$ cat src/rtl/pclk_pkg.sv
`timescale 1ns/1ps
package pclk_pkg;

  // Per-cycle action chosen by the qualifier logic.
  typedef enum logic [1:0] {
    STEP_OFF  = 2'd0,  // block disabled: force low, clear count
    STEP_RUN  = 2'd1,  // output permitted: advance the phase
    STEP_GATE = 2'd2   // output blocked: drain a high phase, hold low
  } pclk_step_e;

  // Smallest divider that raster operation accepts.
  localparam int unsigned PCLK_MIN_DIV = 2;

endpackage

$ cat src/rtl/pclk_div_legal.sv
`timescale 1ns/1ps
module pclk_div_legal #(
  parameter int unsigned DIV_W = 8
) (
  input  logic             clk,
  input  logic             rst_n,
  input  logic             en,
  input  logic [DIV_W-1:0] div_raw,
  output logic [DIV_W-1:0] hi_len,
  output logic [DIV_W-1:0] lo_len,
  output logic             err_sticky
);
  import pclk_pkg::*;

  localparam logic [DIV_W-1:0] MIN_DIV = DIV_W'(PCLK_MIN_DIV);

  logic             illegal;
  logic [DIV_W-1:0] eff_div;
  logic             err_q;

  // Values under the minimum run as the minimum.
  assign illegal = (div_raw < MIN_DIV);
  assign eff_div = illegal ? MIN_DIV : div_raw;

  // The high phase takes the floor half; the low phase takes the rest.
  assign hi_len = eff_div >> 1;
  assign lo_len = eff_div - hi_len;

  always_ff @(posedge clk or negedge rst_n) begin
    if (!rst_n) begin
      err_q <= 1'b0;
    end else if (en && illegal) begin
      err_q <= 1'b1;
    end
  end

  assign err_sticky = err_q;

  // once raised, the flag holds until reset
  p_err_sticky_r5: assert property (@(posedge clk) disable iff (!rst_n)
    err_sticky |=> err_sticky);

  // an illegal value used while enabled raises the flag
  p_err_set_r5: assert property (@(posedge clk) disable iff (!rst_n)
    (en && (div_raw < MIN_DIV)) |=> err_sticky);

endmodule

$ cat src/rtl/pclk_gate_qual.sv
`timescale 1ns/1ps
module pclk_gate_qual (
  input  logic                 en,
  input  logic                 mode_passive,
  input  logic                 data_valid,
  input  logic                 line_sync,
  input  logic                 wait_st,
  output pclk_pkg::pclk_step_e step
);
  import pclk_pkg::*;

  logic permit;

  // Gated mode allows output only while data is valid and no sync or wait runs.
  assign permit = !mode_passive || (data_valid && !line_sync && !wait_st);

  always_comb begin
    if (!en) begin
      step = STEP_OFF;
    end else if (permit) begin
      step = STEP_RUN;
    end else begin
      step = STEP_GATE;
    end
  end

endmodule

$ cat src/rtl/pclk_phase_gen.sv
`timescale 1ns/1ps
module pclk_phase_gen #(
  parameter int unsigned DIV_W = 8
) (
  input  logic                 clk,
  input  logic                 rst_n,
  input  pclk_pkg::pclk_step_e step,
  input  logic [DIV_W-1:0]     hi_len,
  input  logic [DIV_W-1:0]     lo_len,
  output logic                 pclk,
  output logic                 rise_stb,
  output logic                 fall_stb
);
  import pclk_pkg::*;

  localparam logic [DIV_W-1:0] ONE = DIV_W'(1);

  logic             pclk_q, pclk_d;
  logic [DIV_W-1:0] cnt_q, cnt_d;
  logic             fresh_q, fresh_d;   // next permitted edge starts a new period
  logic             rise_q, fall_q;
  logic             hi_done, lo_done;

  assign hi_done = (cnt_q >= hi_len - ONE);
  assign lo_done = (cnt_q >= lo_len - ONE);

  always_comb begin
    pclk_d  = pclk_q;
    cnt_d   = cnt_q;
    fresh_d = fresh_q;
    unique case (step)
      STEP_RUN: begin
        if (fresh_q || (!pclk_q && lo_done)) begin
          pclk_d  = 1'b1;
          cnt_d   = '0;
          fresh_d = 1'b0;
        end else if (pclk_q && hi_done) begin
          pclk_d = 1'b0;
          cnt_d  = '0;
        end else begin
          cnt_d = cnt_q + ONE;
        end
      end
      STEP_GATE: begin
        if (pclk_q && !hi_done) begin
          cnt_d = cnt_q + ONE;      // let the started high phase finish
        end else begin
          pclk_d  = 1'b0;
          cnt_d   = '0;
          fresh_d = 1'b1;
        end
      end
      default: begin              // STEP_OFF
        pclk_d  = 1'b0;
        cnt_d   = '0;
        fresh_d = 1'b1;
      end
    endcase
  end

  always_ff @(posedge clk or negedge rst_n) begin
    if (!rst_n) begin
      pclk_q  <= 1'b0;
      cnt_q   <= '0;
      fresh_q <= 1'b1;
      rise_q  <= 1'b0;
      fall_q  <= 1'b0;
    end else begin
      pclk_q  <= pclk_d;
      cnt_q   <= cnt_d;
      fresh_q <= fresh_d;
      rise_q  <= pclk_d && !pclk_q;
      fall_q  <= !pclk_d && pclk_q;
    end
  end

  assign pclk     = pclk_q;
  assign rise_stb = rise_q;
  assign fall_stb = fall_q;

  // a disabled cycle leaves the clock low
  p_off_low_r10: assert property (@(posedge clk) disable iff (!rst_n)
    (step == STEP_OFF) |=> !pclk);

  // no rising edge while gated
  p_no_rise_gated_r7: assert property (@(posedge clk) disable iff (!rst_n)
    (step == STEP_GATE) |=> !rise_stb);

  // a low clock stays low under gating
  p_hold_low_gated_r7: assert property (@(posedge clk) disable iff (!rst_n)
    ((step == STEP_GATE) && !pclk) |=> !pclk);

  // strobes never coincide
  p_strobe_excl_r11: assert property (@(posedge clk) disable iff (!rst_n)
    !(rise_stb && fall_stb));

  // a rise strobe marks a low-to-high change
  p_rise_edge_r11: assert property (@(posedge clk) disable iff (!rst_n)
    !pclk ##1 pclk |-> rise_stb);

  // a fall strobe marks a high-to-low change
  p_fall_edge_r11: assert property (@(posedge clk) disable iff (!rst_n)
    pclk ##1 !pclk |-> fall_stb);

endmodule

$ cat src/rtl/pclk_gen.sv
`timescale 1ns/1ps
module pclk_gen #(
  parameter int unsigned DIV_W = 8
) (
  input  logic             clk,
  input  logic             rst_n,
  input  logic             en,
  input  logic [DIV_W-1:0] div_val,
  input  logic             mode_passive,
  input  logic             data_valid,
  input  logic             line_sync,
  input  logic             wait_st,
  output logic             pclk,
  output logic             rise_stb,
  output logic             fall_stb,
  output logic             div_err
);
  import pclk_pkg::*;

  logic [DIV_W-1:0] hi_len;
  logic [DIV_W-1:0] lo_len;
  pclk_step_e       step;

  pclk_div_legal #(.DIV_W(DIV_W)) u_legal (
    .clk        (clk),
    .rst_n      (rst_n),
    .en         (en),
    .div_raw    (div_val),
    .hi_len     (hi_len),
    .lo_len     (lo_len),
    .err_sticky (div_err)
  );

  pclk_gate_qual u_qual (
    .en           (en),
    .mode_passive (mode_passive),
    .data_valid   (data_valid),
    .line_sync    (line_sync),
    .wait_st      (wait_st),
    .step         (step)
  );

  pclk_phase_gen #(.DIV_W(DIV_W)) u_phase (
    .clk      (clk),
    .rst_n    (rst_n),
    .step     (step),
    .hi_len   (hi_len),
    .lo_len   (lo_len),
    .pclk     (pclk),
    .rise_stb (rise_stb),
    .fall_stb (fall_stb)
  );

  // free-running mode never gates, so an enabled cycle never leaves
  // a low clock low for longer than the low phase allows (strobe sanity)
  p_run_not_gated_r6: assert property (@(posedge clk) disable iff (!rst_n)
    (en && !mode_passive) |-> (step == STEP_RUN));

endmodule

$ cat config.mk
export PLATFORM = sky130hd
export DESIGN_NAME = pclk_gen
export DESIGN_NICKNAME = d
export VERILOG_FILES = /design/src/rtl/pclk_pkg.sv /design/src/rtl/pclk_div_legal.sv /design/src/rtl/pclk_gate_qual.sv /design/src/rtl/pclk_phase_gen.sv /design/src/rtl/pclk_gen.sv
export SDC_FILE = /design/constraint.sdc
export NUM_CORES = 1
export LEC_CHECK = 0
export BUFFER_PORTS_ARGS = -buffer_cell sky130_fd_sc_hd__buf_2
export CORE_AREA = 5 5 52 88
export CTS_CLUSTER_DIAMETER = 30
export DETAILED_ROUTE_END_ITERATION = 12
export DIE_AREA = 0 0 57 93
export PLACE_DENSITY_LB_ADDON = 0.15
export SLEW_MARGIN = 30
export SYNTH_ARGS = -nofsm -noshare
export SYNTH_HDL_FRONTEND = slang
export SYNTH_SLANG_ARGS = --single-unit
$ cat constraint.sdc
create_clock -name clk -period 1.75 [get_ports clk]
set_clock_uncertainty 0.1 [all_clocks]
set_input_delay 0.2625 -clock clk [delete_from_list [all_inputs] [get_ports clk]]
set_output_delay 0.2625 -clock clk [all_outputs]
set_load 0.02 [all_outputs]
==> results.txt, run 1 <==
Die Height: 93 um
PwrDens: 479 nW/um2
Failing checks: setup timing
Mux cell area share after synthesis: 0.00684
CP max FO: 8
Clock tree sinks: 13
CP arrival: 3.39 ns
Register bit count reported by yosys: 13
Post-place setup slack: -1.89 ns
Gr usage total: 0.159
Clock Latency Late Sink: 0.24 ns
H-tree depth: 1
Largest net degree at the start of global routing: 14
CP Class: in -> reg
# diodes: 0
Sum of buffers and inverters on the critical path: 3
Cell count after synthesis: 162
RD Place Congestion: 0.845
Num rows: 30
Commonest non-fill, non-tap cells in the layout: 46 x buf_4, 27 x ha_1, 17 x inv_1
Vias per cell: 5.02
Final setup TNS: -17.73 ns
Achievable clock frequency: 296 MHz
Final worst slack: -1.63 ns
Multi-input gate area: 1250 um2
Area Overhead vs Synth: 53.5%
Number of global-route vias before repair: 1567
Layout cell share with drive strength beyond 1: 0.457
Max-slew violation count: 0
Sequential cell area: 327 um2
Routed WL per cell: 14.5 um
First-pass GRT wire length: 6.78 mm
Max cap viols: 0
IO Count: 19
Clock tree buffer depth: 2
Crit path cell chain: buf_8, nor4_4, buf_4, buf_4, a21oi_2, ha_2, fa_2, nor2b_4, o21bai_1, a21oi_1, mux2i_1, nand2_1, ha_4, and4b_1, o211ai_1, o211a_1, o221ai_4, nor2_1
XOR/XNOR share of the synthesized area: 0.0958
Post-synthesis adder-cell area fraction: 0.287
Worst-margin pin slew: 0.369 ns
Synth unique cells: 39
Startpoint Class: primary input
Final Cell Area: 2240 um2
Buffers on Ports: 18
Final period util: 1.93
Sequential area share after synthesis: 0.223
Synth Net Count: 210
CTS clk-pin slew, worst paths: 0.05 ns
Detailed-route via count: 1395
Pleak: 1.14 nW
Status: finished with violations
Crit-path slowest cell: fa_2
Most common cell after layout, fill and taps aside: buf_4
Antenna-violating nets left: 0
Ys Warns: 0
Slowest cell delay on critical path: 0.34 ns
Ys async rst share: 1.00
Fill count: 361
Synth Flop Type: dfrtp_1
RSZ-0062 raised after global routing: true
Clock Tree Root: clkbuf_8
Most frequent CP cell: buf_4
CTS Buf Count: 3
TritonRoute pass-1 iters: 4
Placed cell area: 1950 um2
CP top delay family: compound AO/OA/AOI/OAI gates
CTS tree: yes
Avg Synthesized Cell Area: 9.03 um2
Drc violations: 0
Overall power: 1.08 mW
Hold Crit Class: in -> reg
Worst Path Required: 1.77 ns
Die ar.: 5300 um2
Final Hold Vio Count: 0
Kind of end point of the critical path: flip-flop
EDFF count, synth: 0
Synthesized area: 1460 um2
Initial antenna violation count: 0
Routed Wire Length: 4.03 mm
Post-synthesis simple-gate area fraction: 0.171
Worst VDD drop: 0.538 mV
Slew headroom: 0.747
Complex-gate fraction of the synthesized area: 0.162
Setup violators final: 12
Initial core utilization: 0.382
Nets@finish: 279
Minimum clock period: 3.38 ns
Largest family of logic cells by synthesized area: adder cells
Gr ovfl total: 0
Total core area: 3830 um2
WHS: 0.162 ns
Detailed Route Iter0 Violations: 27
HPWL after detailed placement: 3.31 mm
Die W: 57 um
-- sequential cells by signal (all words and copies together), names as in the netlist --
register,count
u_phase.fall_stb,1
u_phase.fresh_q,1
u_phase.cnt_q,8
u_legal.err_sticky,1
u_phase.pclk,1
u_phase.rise_stb,1
-- power by group --
part	total (mW)	switching [mW]	internal (mW)
registers	0.327	0.00918	0.318
logic	0.489	0.239	0.251
clock network	0.260	0.0992	0.160
-- cell families after synthesis --
| group | after synthesis |
|---|---|
| and+or+nand+nor | 49 |
| xor gates and xnor gates | 16 |
| adders and majority gates | 33 |
| DFF | 13 |
| buffers and inverters | 21 |
| muxes | 1 |
| AOI/OAI and AO/OA | 29 |
-- Yosys cell counts (2+ instances only) --
cell type / count / area [um2]
xor2_1: 7 / 61.3
nand3_1: 8 / 40.0
a21o_1: 3 / 22.5
nor4_1: 3 / 18.8
nor3_1: 3 / 15.0
and3_1: 3 / 18.8
clkbuf_1: 4 / 15.0
nand2_1: 8 / 30.0
a221oi_1: 3 / 26.3
nor2_1: 13 / 48.8
xnor2_1: 9 / 78.8
nor2b_1: 5 / 31.3
ha_1: 32 / 400
a211oi_1: 2 / 15.0
dfrtp_1: 12 / 300
inv_1: 17 / 63.8
o21ai_0: 3 / 15.0
a21oi_1: 5 / 25.0
o211a_1: 2 / 20.0
-- through the flow --
stage | cells | util
2_1_floorplan | 162 | -
3_5_place_dp | 267 | 0.509
6_report | 278 | 0.586
4_1_cts | 276 | 0.561
5_1_grt | 278 | 0.586
3_3_place_gp | 267 | 0.509
-- cell type report --
type | instances | share of cell area
Multi-Input combinational cell | 128 | 0.557
Timing Repair Buffer | 68 | 0.222
Sequential cell | 13 | 0.145
Inverter | 17 | 0.0284
Tap cell | 48 | 0.0268
Clock buffer | 4 | 0.0201
-- routing by layer --
layer	wire length, um	share of wire	track usage
met3	101	0.025	0.0110
met1	1400	0.35	0.162
met2	2480	0.62	0.332
met4	42	0.010	0.0329
met5	0	0	0
-- timing repair --
| item | 4_1_cts | 5_1_grt |
|---|---|---|
| pin swaps | 30 | 19 |
| hold buffers | 1 | 0 |
| buffers inserted | 5 | 2 |
| setup endpoints to repair | 12 | 12 |
| gates resized for setup | 25 | 14 |
| cloned | 0 | 0 |
| endpoints found under the hold margin | 12 | 0 |
-- final timing paths --
path / from / endpoint / slack (ns) / cells past startpoint
min in group asynchronous: rst_n / u_phase.cnt_q[6] / 0.34 / 2
max in group asynchronous: rst_n / u_phase.fresh_q / 0.93 / 2
setup reg to reg: u_phase.cnt_q[0] / u_phase.pclk / -0.41 / 9
hold reg to reg: u_legal.err_sticky / u_legal.err_sticky / 0.35 / 1
setup / recovery: div_val[4] / u_phase.cnt_q[0] / -1.63 / 18
hold / removal: en / u_phase.fresh_q / 0.16 / 2
No activity file was read; power rests on OpenSTA's default activity.
==> run 2, diff against run 1 <==
- CORE_AREA: 5 5 52 88 -> 5 5 55 82
- DIE_AREA: 0 0 57 93 -> 0 0 60 87
==> run 2 against run 1 <==
Effect of this change: the flow still finishes with violations (setup timing); register-to-register slack improved by 0.03 ns; critical path depth unchanged; clock power decreased by 3%; die area decreased by 1.5%; wire length decreased by 3.0%; global-route usage increased by 0.20 points; power decreased by 2.4%; worst hold slack unchanged; cell count decreased by 1.8%; critical path type unchanged.
==> results.txt, run 2 (synthesis gave the netlist of run 1 again) <==
Hold Crit Class: in -> reg
Clock Latency Late Sink: 0.23 ns
Clock Tree Root: clkbuf_8
Placed Cells: 263
Setup violators final: 12
# diodes: 0
Drc violations: 0
Biggest register: u_phase.cnt_q
Clock tree sinks: 13
Die Height: 87 um
Final period util: 1.88
Gr ovfl total: 0
TritonRoute pass-1 iters: 4
H-tree depth: 1
Achievable clock frequency: 303 MHz
Detailed Route Iter0 Violations: 19
Die W: 60 um
Status: finished with violations
Overall power: 1.05 mW
RD Place Congestion: 0.833
Kind of end point of the critical path: flip-flop
Fill count: 357
Routed WL per cell: 14.3 um
Layout cell share with drive strength beyond 1: 0.434
Max cap viols: 0
Commonest non-fill, non-tap cells in the layout: 45 x buf_4, 27 x ha_1, 17 x inv_1
Reg2reg setup slack: -0.38 ns
Startpoint Class: primary input
HPWL after detailed placement: 3.32 mm
Detailed-route via count: 1374
CP max FO: 8
Sequential cell area: 327 um2
Area Overhead vs Synth: 50.2%
Worst Path Required: 1.76 ns
CTS clk-pin slew, worst paths: 0.05 ns
Final Cell Area: 2200 um2
Initial antenna violation count: 0
Final setup TNS: -17.03 ns
Gr usage total: 0.160
Nets@finish: 277
FF-to-FF path depth: 8
Worst VDD drop: 0.645 mV
Worst-margin pin slew: 0.411 ns
Pleak: 1.14 nW
Final Hold Vio Count: 0
Hold wc startpoint: en
Initial core utilization: 0.387
Reg2Reg Launch Point: u_phase.cnt_q[0]
Multi-input gate area: 1230 um2
Total core area: 3780 um2
Failing checks: setup timing
Number of global-route vias before repair: 1545
RSZ-0062 raised after global routing: true
Die ar.: 5220 um2
CTS tree: yes
Worst hold endpoint: u_phase.fresh_q
Buffers on Ports: 18
Largest net degree at the start of global routing: 14
Minimum clock period: 3.30 ns
Most common cell after layout, fill and taps aside: buf_4
Clock tree buffer depth: 2
Max-slew violation count: 0
Final worst slack: -1.55 ns
CP Class: in -> reg
Placed cell area: 1940 um2
WHS Path Cells: 2
Finished Layout Cells: 273
Worst r2r dst: u_phase.cnt_q[1]
IO Count: 19
First-pass GRT wire length: 6.49 mm
CTS Buf Count: 3
Antenna-violating nets left: 0
Core Util, Final: 0.581
Max reg flops: 8
PwrDens: 478 nW/um2
Routed Wire Length: 3.91 mm
Slew headroom: 0.719
Vias per cell: 5.03
CP arrival: 3.31 ns
Num rows: 28
==> run 2: report_power, final <==
part | leakage [nW] | switching (mW) | internal [mW]
sequential | 0.174 | 0.00820 | 0.318
clock | 0.0228 | 0.0930 | 0.160
combinational | 0.941 | 0.229 | 0.242
==> run 2: per-stage QoR <==
step           setup slack (ns)  hold slack (ns)
2_1_floorplan             -1.53           -0.133
3_3_place_gp              -1.80           0.0546
3_5_place_dp              -1.92           0.0600
4_1_cts                   -1.56            0.151
5_1_grt                   -1.79            0.158
6_report                  -1.55            0.162
==> run 2: repair_timing <==
item | CTS | global route
setup endpoints to repair | 12 | 12
gates resized for setup | 19 | 14
buffers inserted | 3 | 2
gates cloned | 0 | 0
endpoints found under the hold margin | 12 | 0
pin swaps | 16 | 6
hold buffers | 1 | 0
==> run 2: worst max path at each step <==
stage / cells past startpoint / start / endpoint / slack, ns
global placement: 17 / div_val[6] / u_phase.cnt_q[7] / -1.80
finish: 18 / div_val[2] / u_phase.cnt_q[1] / -1.55
detailed placement: 17 / div_val[6] / u_phase.cnt_q[1] / -1.92
global route: 18 / div_val[2] / u_phase.cnt_q[1] / -1.79
CTS: 18 / div_val[2] / u_phase.cnt_q[1] / -1.56
floorplan: 17 / div_val[2] / u_phase.cnt_q[0] / -1.53
==> run 2: area by class of cell <==
class	instances	share of cell area
multi-input combinational	128	0.559
tap	45	0.0256
sequential	13	0.149
timing repair buffer	66	0.217
inverter	17	0.0290
clock buffer	4	0.0205
==> run 2: worst max-delay path, stage by stage <==
cell and delay, ns:
buf_8 0.10, nor4_4 0.29, nand2_2 0.12, nor2_4 0.11, nor2b_2 0.05, ha_2 0.18, fa_2 0.34, nor2b_1 0.13
o21bai_1 0.16, a21oi_1 0.11, mux2i_1 0.15, nand2_1 0.09, ha_4 0.28, and4b_1 0.19, o211ai_1 0.09, o211a_1 0.27
o221ai_4 0.28, nor2_1 0.10
==> run 2: layer usage <==
| layer | up-vias | wire [um] | track usage |
|---|---|---|---|
| met1 | 648 | 1380 | 0.159 |
| li1 | 698 | - | - |
| met2 | 20 | 2300 | 0.324 |
| met5 | - | 0 | 0 |
| met3 | 8 | 87 | 0.00890 |
| met4 | 0 | 141 | 0.0645 |
